$ cat src/rtl/lcd_mux_driver.sv
module lcd_mux_driver #(
  parameter int NSEG       = 41,
  parameter int HALF_TICKS = 4
) (
  input  logic              clk,
  input  logic              rst_n,
  input  logic              tick,
  input  logic [4*NSEG-1:0] disp,
  input  logic              bias_half,
  input  logic              seg_off,
  input  logic              sleep,
  input  logic [1:0]        port_mode,
  input  logic [1:0]        key_mode,
  input  logic [1:0]        ks_drive,
  output logic [2*NSEG-1:0] seg_lvl,
  output logic [7:0]        com_lvl
);
  localparam int CW = (HALF_TICKS > 1) ? $clog2(HALF_TICKS) : 1;
  localparam logic [CW-1:0] CMAX = CW'(HALF_TICKS - 1);
  localparam logic [1:0] LGND = 2'b00, LLO = 2'b01, LHI = 2'b10, LVDD = 2'b11;

  logic [CW-1:0] cnt;
  logic          pol;
  logic [1:0]    act;
  logic          wrap, dark;
  logic [2:0]    nports;
  logic [1:0]    com_sel, com_idle, seg_on, seg_dim;

  assign wrap = tick && (cnt == CMAX);

  always_ff @(posedge clk) begin
    if (!rst_n || sleep) begin
      cnt <= '0;
      pol <= 1'b0;
      act <= 2'd0;
    end else if (tick) begin
      cnt <= wrap ? '0 : cnt + 1'b1;
      if (wrap) begin
        pol <= ~pol;
        if (pol) act <= act + 2'd1;
      end
    end
  end

  assign dark     = !rst_n || sleep;
  assign nports   = (port_mode == 2'd3) ? 3'd4 : {1'b0, port_mode};
  assign com_sel  = pol ? LGND : LVDD;
  assign com_idle = bias_half ? LLO : (pol ? LHI : LLO);
  assign seg_on   = pol ? LVDD : LGND;
  assign seg_dim  = bias_half ? (pol ? LGND : LVDD) : (pol ? LLO : LHI);

  for (genvar k = 0; k < 4; k++) begin : g_com
    assign com_lvl[2*k +: 2] = dark ? LGND : ((act == 2'(k)) ? com_sel : com_idle);
  end

  for (genvar n = 0; n < NSEG; n++) begin : g_seg
    logic [3:0] nib;
    logic       lit;
    logic [1:0] code;
    assign nib  = disp[4*n +: 4];
    assign lit  = nib[act] && !seg_off;
    assign code = sleep ? LGND : (lit ? seg_on : seg_dim);
    if (n < 4) begin : g_port
      logic is_port;
      assign is_port = (3'(n) < nports);
      assign seg_lvl[2*n +: 2] = !rst_n ? LGND : (is_port ? {2{nib[0]}} : code);
    end else if (n >= NSEG - 2) begin : g_key
      logic is_key;
      assign is_key = (n == NSEG - 2) ? (key_mode == 2'b00) : !key_mode[1];
      assign seg_lvl[2*n +: 2] = !rst_n ? LGND : (is_key ? {2{ks_drive[n-(NSEG-2)]}} : code);
    end else begin : g_plain
      assign seg_lvl[2*n +: 2] = !rst_n ? LGND : code;
    end
  end
endmodule

$ cat config.mk
export PLATFORM = sky130hd
export DESIGN_NAME = lcd_mux_driver
export DESIGN_NICKNAME = d
export VERILOG_FILES = /design/src/rtl/lcd_mux_driver.sv
export SDC_FILE = /design/constraint.sdc
export NUM_CORES = 1
export LEC_CHECK = 0
export CAP_MARGIN = 5
export CORE_MARGIN = 4
export CORE_UTILIZATION = 32
export DETAILED_ROUTE_END_ITERATION = 8
export GPL_TIMING_DRIVEN = 0
export PLACE_DENSITY = 0.84
export SYNTH_ARGS = -nofsm -noshare
export SYNTH_HDL_FRONTEND = slang
export SYNTH_SLANG_ARGS = --single-unit
$ cat constraint.sdc
create_clock -name clk -period 3.35 [get_ports clk]
set_input_delay 1.005 -clock clk [delete_from_list [all_inputs] [get_ports clk]]
set_output_delay 1.005 -clock clk [all_outputs]
set_load 0.05 [all_outputs]
; ---- After elaboration in Yosys (flattened, before gate mapping)
; Index checks and enable logic that the tools add are counted.
[op_classes]
bitwise = 1
n_lt_le_gt_ge = 5
reduce_logical = 49
muxes = 227
add_sub_neg = 2
n_eq_ne = 5
[op_table]
columns = operator, n
row1 = two-way mux 2 bit, 144
row2 = binary-select mux 1 bit (select 2 bit), 41
row3 = logical AND 1 bit, 42
row4 = two-way mux 1 bit, 41
row5 = == test 2 bit (second input constant), 4
row6 = < comparator 1 x 3 -> 1 bit (first input constant), 2
row7 = < comparator 2 x 3 -> 1 bit (first input constant), 2
row8 = adder 2 x 1 -> 2 bit (second input constant), 2
row9 = logical NOT 2 bit, 2
row10 = < comparator 2 x 3 -> 1 bit (second input constant), 1
row11 = two-way mux 3 bit, 1
row12 = AND reduction 3 bit, 1
row13 = == test 2 x 1 -> 1 bit (second input constant), 1
row14 = logical NOT 1 bit, 2
row15 = AND reduction 2 bit, 1
row16 = logical OR 1 bit, 1
row17 = inverter 1 bit, 1
[word_totals]
register_bits = 5
output_inout_bits = 90
word_cells = 292

; ---- Longest topological paths before layout
[depth]
depth_word = 7
depth_mapped = 6
mapped_depth_nobuf = 6

; ---- Least setup slack after synthesis
; OpenSTA, ideal clock, no wires.
[synth_timing]
kind = in2out
start = in seg_off
end = out seg_lvl[80]
arrival_ps = 2637
setup_slack_ps = -292
cell_stages = 6
required_ps = 2345
path_cell_list = clkbuf_1 > or2_0 > buf_2 > o22a_1 > mux2i_1 > a21oi_1
[synth_between]
elab_chain_cells = 6
[synth_rtl]
columns = item, line
row1 = from (decl), 10  ; input logic seg_off,
row2 = logical NOT 1 bit, 61  ; assign lit = nib[act] && !seg_off;
row3 = logical AND 1 bit, 61
row4 = two-way mux 2 bit (2 in series), 62  ; assign code = sleep ? LGND : (lit ? seg_on : seg_dim);
row5 = two-way mux 2 bit (2 in series), 70  ; assign seg_lvl[2*n +: 2] = !rst_n ? LGND : (is_key ? {2{ks_drive[n-(NSEG-2)]}} : code);
row6 = to (decl), 15  ; output logic [2*NSEG-1:0] seg_lvl,
; No other way between the ends.

; ---- Final worst setup path
[layout_timing]
start = in disp[23]
end = out seg_lvl[11]
[layout_between]
elab_chain_cells = 6
[layout_rtl]
columns = item, line
row1 = from (decl), 8  ; input logic [4*NSEG-1:0] disp,
row2 = binary-select mux 1 bit (select 2 bit), 61
row3 = two-way mux 1 bit (not written as such), 61
row4 = logical AND 1 bit, 61
row5 = two-way mux 2 bit (2 in series), 62
row6 = two-way mux 2 bit, 72  ; assign seg_lvl[2*n +: 2] = !rst_n ? LGND : code;
; No other way between the ends. The select of a mux whose other input is x is not followed.

==> impl_metrics.env <==
export IMPL_grt_ovfl_total=0
export IMPL_rows=34
export IMPL_synth_avg_cell_area_um2=9.96
export IMPL_drc=0
export IMPL_clk_latency_ns=0.22
export IMPL_die_area_um2=10500
export IMPL_seq_power_share_pct=7.2
export IMPL_min_period_ns=3.32
export IMPL_synth_cell_type_count=32
export IMPL_cts_buffer_depth=2
export IMPL_power_density_nw_per_um2=144
export IMPL_tightest_slew_ns=0.549
export IMPL_netlist_top_cells_area="mux2i_1 34%, mux4_2 28%, nand2b_2 6.1%"
export IMPL_grt_pass1_wl_um=20100
export IMPL_power_share_clock_pct=12.8
export IMPL_worstPathRequired_ns=2.34
export IMPL_cp_end_kind="output pin"
export IMPL_dr_total_vias=3487
export IMPL_diodes=0
export IMPL_switching_power_mw=0.385
export IMPL_path_cells="dlygate4sd2_1 > mux4_2 > nand2b_4 > mux2i_1 > buf_4"
export IMPL_setup_viol=0
export IMPL_arrival_ns=2.31
export IMPL_critPathBufInv=2
export IMPL_p_int_mw=0.464
export IMPL_gp_congestion=0.850
export IMPL_syn_instance_count=286
export IMPL_viasPerCell=5.25
export IMPL_maxSlewViolCount=0
export IMPL_htree_num_levels=1
export IMPL_max_stage_delay_ns=0.50
export IMPL_drive_gt1_share_pct=44.6
export IMPL_synth_top_cell_by_area="mux2i_1"
export IMPL_p_sw_share_pct=45.3
export IMPL_io_pins=266
export IMPL_clockRootBuffer="clkbuf_8"
export IMPL_fillCellCount=794
export IMPL_syn_area_um2=2850
export IMPL_synth_seq_area_share_pct=3.51
export IMPL_hpwl_um=11400
export IMPL_ctsHoldBuffers=0
export IMPL_maxSlewHeadroom_pct=63.4
export IMPL_combPwrFrac_pct=80.0
export IMPL_syn_nets=471
export IMPL_postRouteAntennaNets=0
export IMPL_hold_ws_ns=0.508
export IMPL_timing_setup_critical_path_class="input pin to output pin"
export IMPL_grt_pass1_vias=3746
export IMPL_hold_viol=0
export IMPL_cap_viol_max_count=0
export IMPL_synth_top_area_share_pct=34.4
export IMPL_port_buffers=263
export IMPL_ys_ff_latch=5
export IMPL_rr_worst_depth=6
export IMPL_yosysWarnings=0
export IMPL_critical_path_depth=5
export IMPL_cts_buffers=3
export IMPL_rsz0062_at_grt="no"
export IMPL_fin_crit_sh_pct=99.1
export IMPL_cts_tree="yes"
export IMPL_drt_iter0_drc=44
export IMPL_skew_ns=0.00393
export IMPL_leakage_nw=2.94
export IMPL_die_x_um=102
export IMPL_start_util_pct=32.8
export IMPL_fin_nets=742
export IMPL_report_power_total_mw=0.849
export IMPL_cts_sinks=5
export IMPL_wirelength_um=13500
export IMPL_slowest_stage="mux4_2"
export IMPL_fp_dieH_um=102
export IMPL_wl_per_cell_um=20.4
export IMPL_syn2layout_area_growth_pct=107
export IMPL_hp_class="register to register"
export IMPL_grt_max_degree=11
export IMPL_core_area_um2=8680
export IMPL_path_delay_family="multiplexers"
export IMPL_drt_first_pass_iters=6
export IMPL_holdPathStages=2
export IMPL_outcome="complete, no violations"
export IMPL_critPathMaxFanout=2
export IMPL_clock_fmax_mhz=301
export IMPL_startpoint_type="input pin"
export IMPL_antenna_found_initial=1
export IMPL_grt_use_total_pct=24.2
export IMPL_utilization_pct=68.0
export IMPL_peakVddDrop_uv=339
export IMPL_clk_pin_slew_ns=0.03
## cell usage in the layout (no fill, tap or decap), drive strengths merged, types with 3 or more instances in the layout
master	instances
clkdlybuf4s50	27
nor2	14
dfxtp	5
mux2i	98
mux4	35
inv	6
clkdlybuf4s15	5
o21ai	13
nand2b	37
buf	99
o22ai	5
a211oi	4
ha	9
a21oi	3
nand2	5
dlygate4sd2	140
clkbuf	28
nor2b	7
## per-layer routing
layer	wire, um	vias to the layer above	global-route usage [%]
met5	12	-	0
met4	312	2	5.05
met3	1120	24	4.51
met2	7260	150	47.0
met1	4840	1683	27.2
li1	-	1628	-
## synth_stat cells
cell,n
mux2i_1,98
mux4_2,35
clkbuf_1,21
nand2b_2,20
nand2b_1,17
nor2_1,14
ha_1,9
o21ai_1,9
nor2b_1,7
inv_1,6
dfxtp_1,5
nand2_1,5
a211oi_1,4
o21ai_0,4
o22ai_2,4
a21oi_1,3
buf_2,3
buf_6,3
buf_12,2
nand3_1,2
nand4_1,2
o311a_1,2
xnor2_1,2
a21boi_0,1
buf_1,1
buf_4,1
nor3_1,1
o211ai_1,1
o22a_1,1
o22ai_1,1
o31ai_1,1
or2_0,1
## final timing paths
check | start | endpoint | slack, ns
max | disp[23] | seg_lvl[11] | 0.03
min | cnt[1] | cnt[1] | 0.51
max reg2reg | act[1] | act[1] | 1.80
min reg2reg | cnt[1] | cnt[1] | 0.51
## cell families after synthesis
kind of cell | synth area share (%)
fa+ha+maj | 3.95
xor+xnor | 0.615
flops | 3.51
compound gates | 7.64
simple gates | 15.1
buf+inv | 7.07
mux | 62.1
## timing repair
action,CTS,global route
buffers inserted,2,0
pin swaps,3,7
setup endpoints to repair,90,70
cloned,1,0
resized for setup,779,28
## metrics by stage
stage	cells	setup TNS, ns	instance area, um2	worst slack (ns)
after CTS	664	0	5850	0.00135
after global placement	657	-98.80	5730	-1.40
final	664	0	5900	0.0307
after detailed placement	657	-102.35	5730	-1.45
after floorplan	286	-8.01	2960	-0.158
after global routing	664	0	5900	0.000294
## sequential cells by signal (all words and copies together) (netlist names)
signal and count:
act 2, cnt 2, pol 1
## final cells by class
class | instances | area [um2] | area share (%)
Multi-Input combinational cell | 244 | 2970 | 50.3
Timing Repair Buffer | 266 | 2350 | 39.8
Buffer | 31 | 280 | 4.75
Tap cell | 108 | 135 | 2.29
Sequential cell | 5 | 100 | 1.70
Clock buffer | 4 | 45.0 | 0.763
Inverter | 6 | 22.5 | 0.382
## power by group through the flow
stage	sequential, mW	combinational [mW]	clock [mW]
finish	0.0612	0.679	0.109
global route	0.0613	0.709	0.117
CTS	0.0612	0.673	0.110
detailed placement	0.0621	0.687	0
global placement	0.0620	0.677	0
floorplan	0.0620	0.350	0
## worst min-delay path, delay by kind of cell, from the launching register on
kind / cells / cell delay, ns
mux: 1 / 0.07
simple gates: 1 / 0.08
flops: 1 / 0.32
Note: power is estimated with default switching activity, not from simulation.
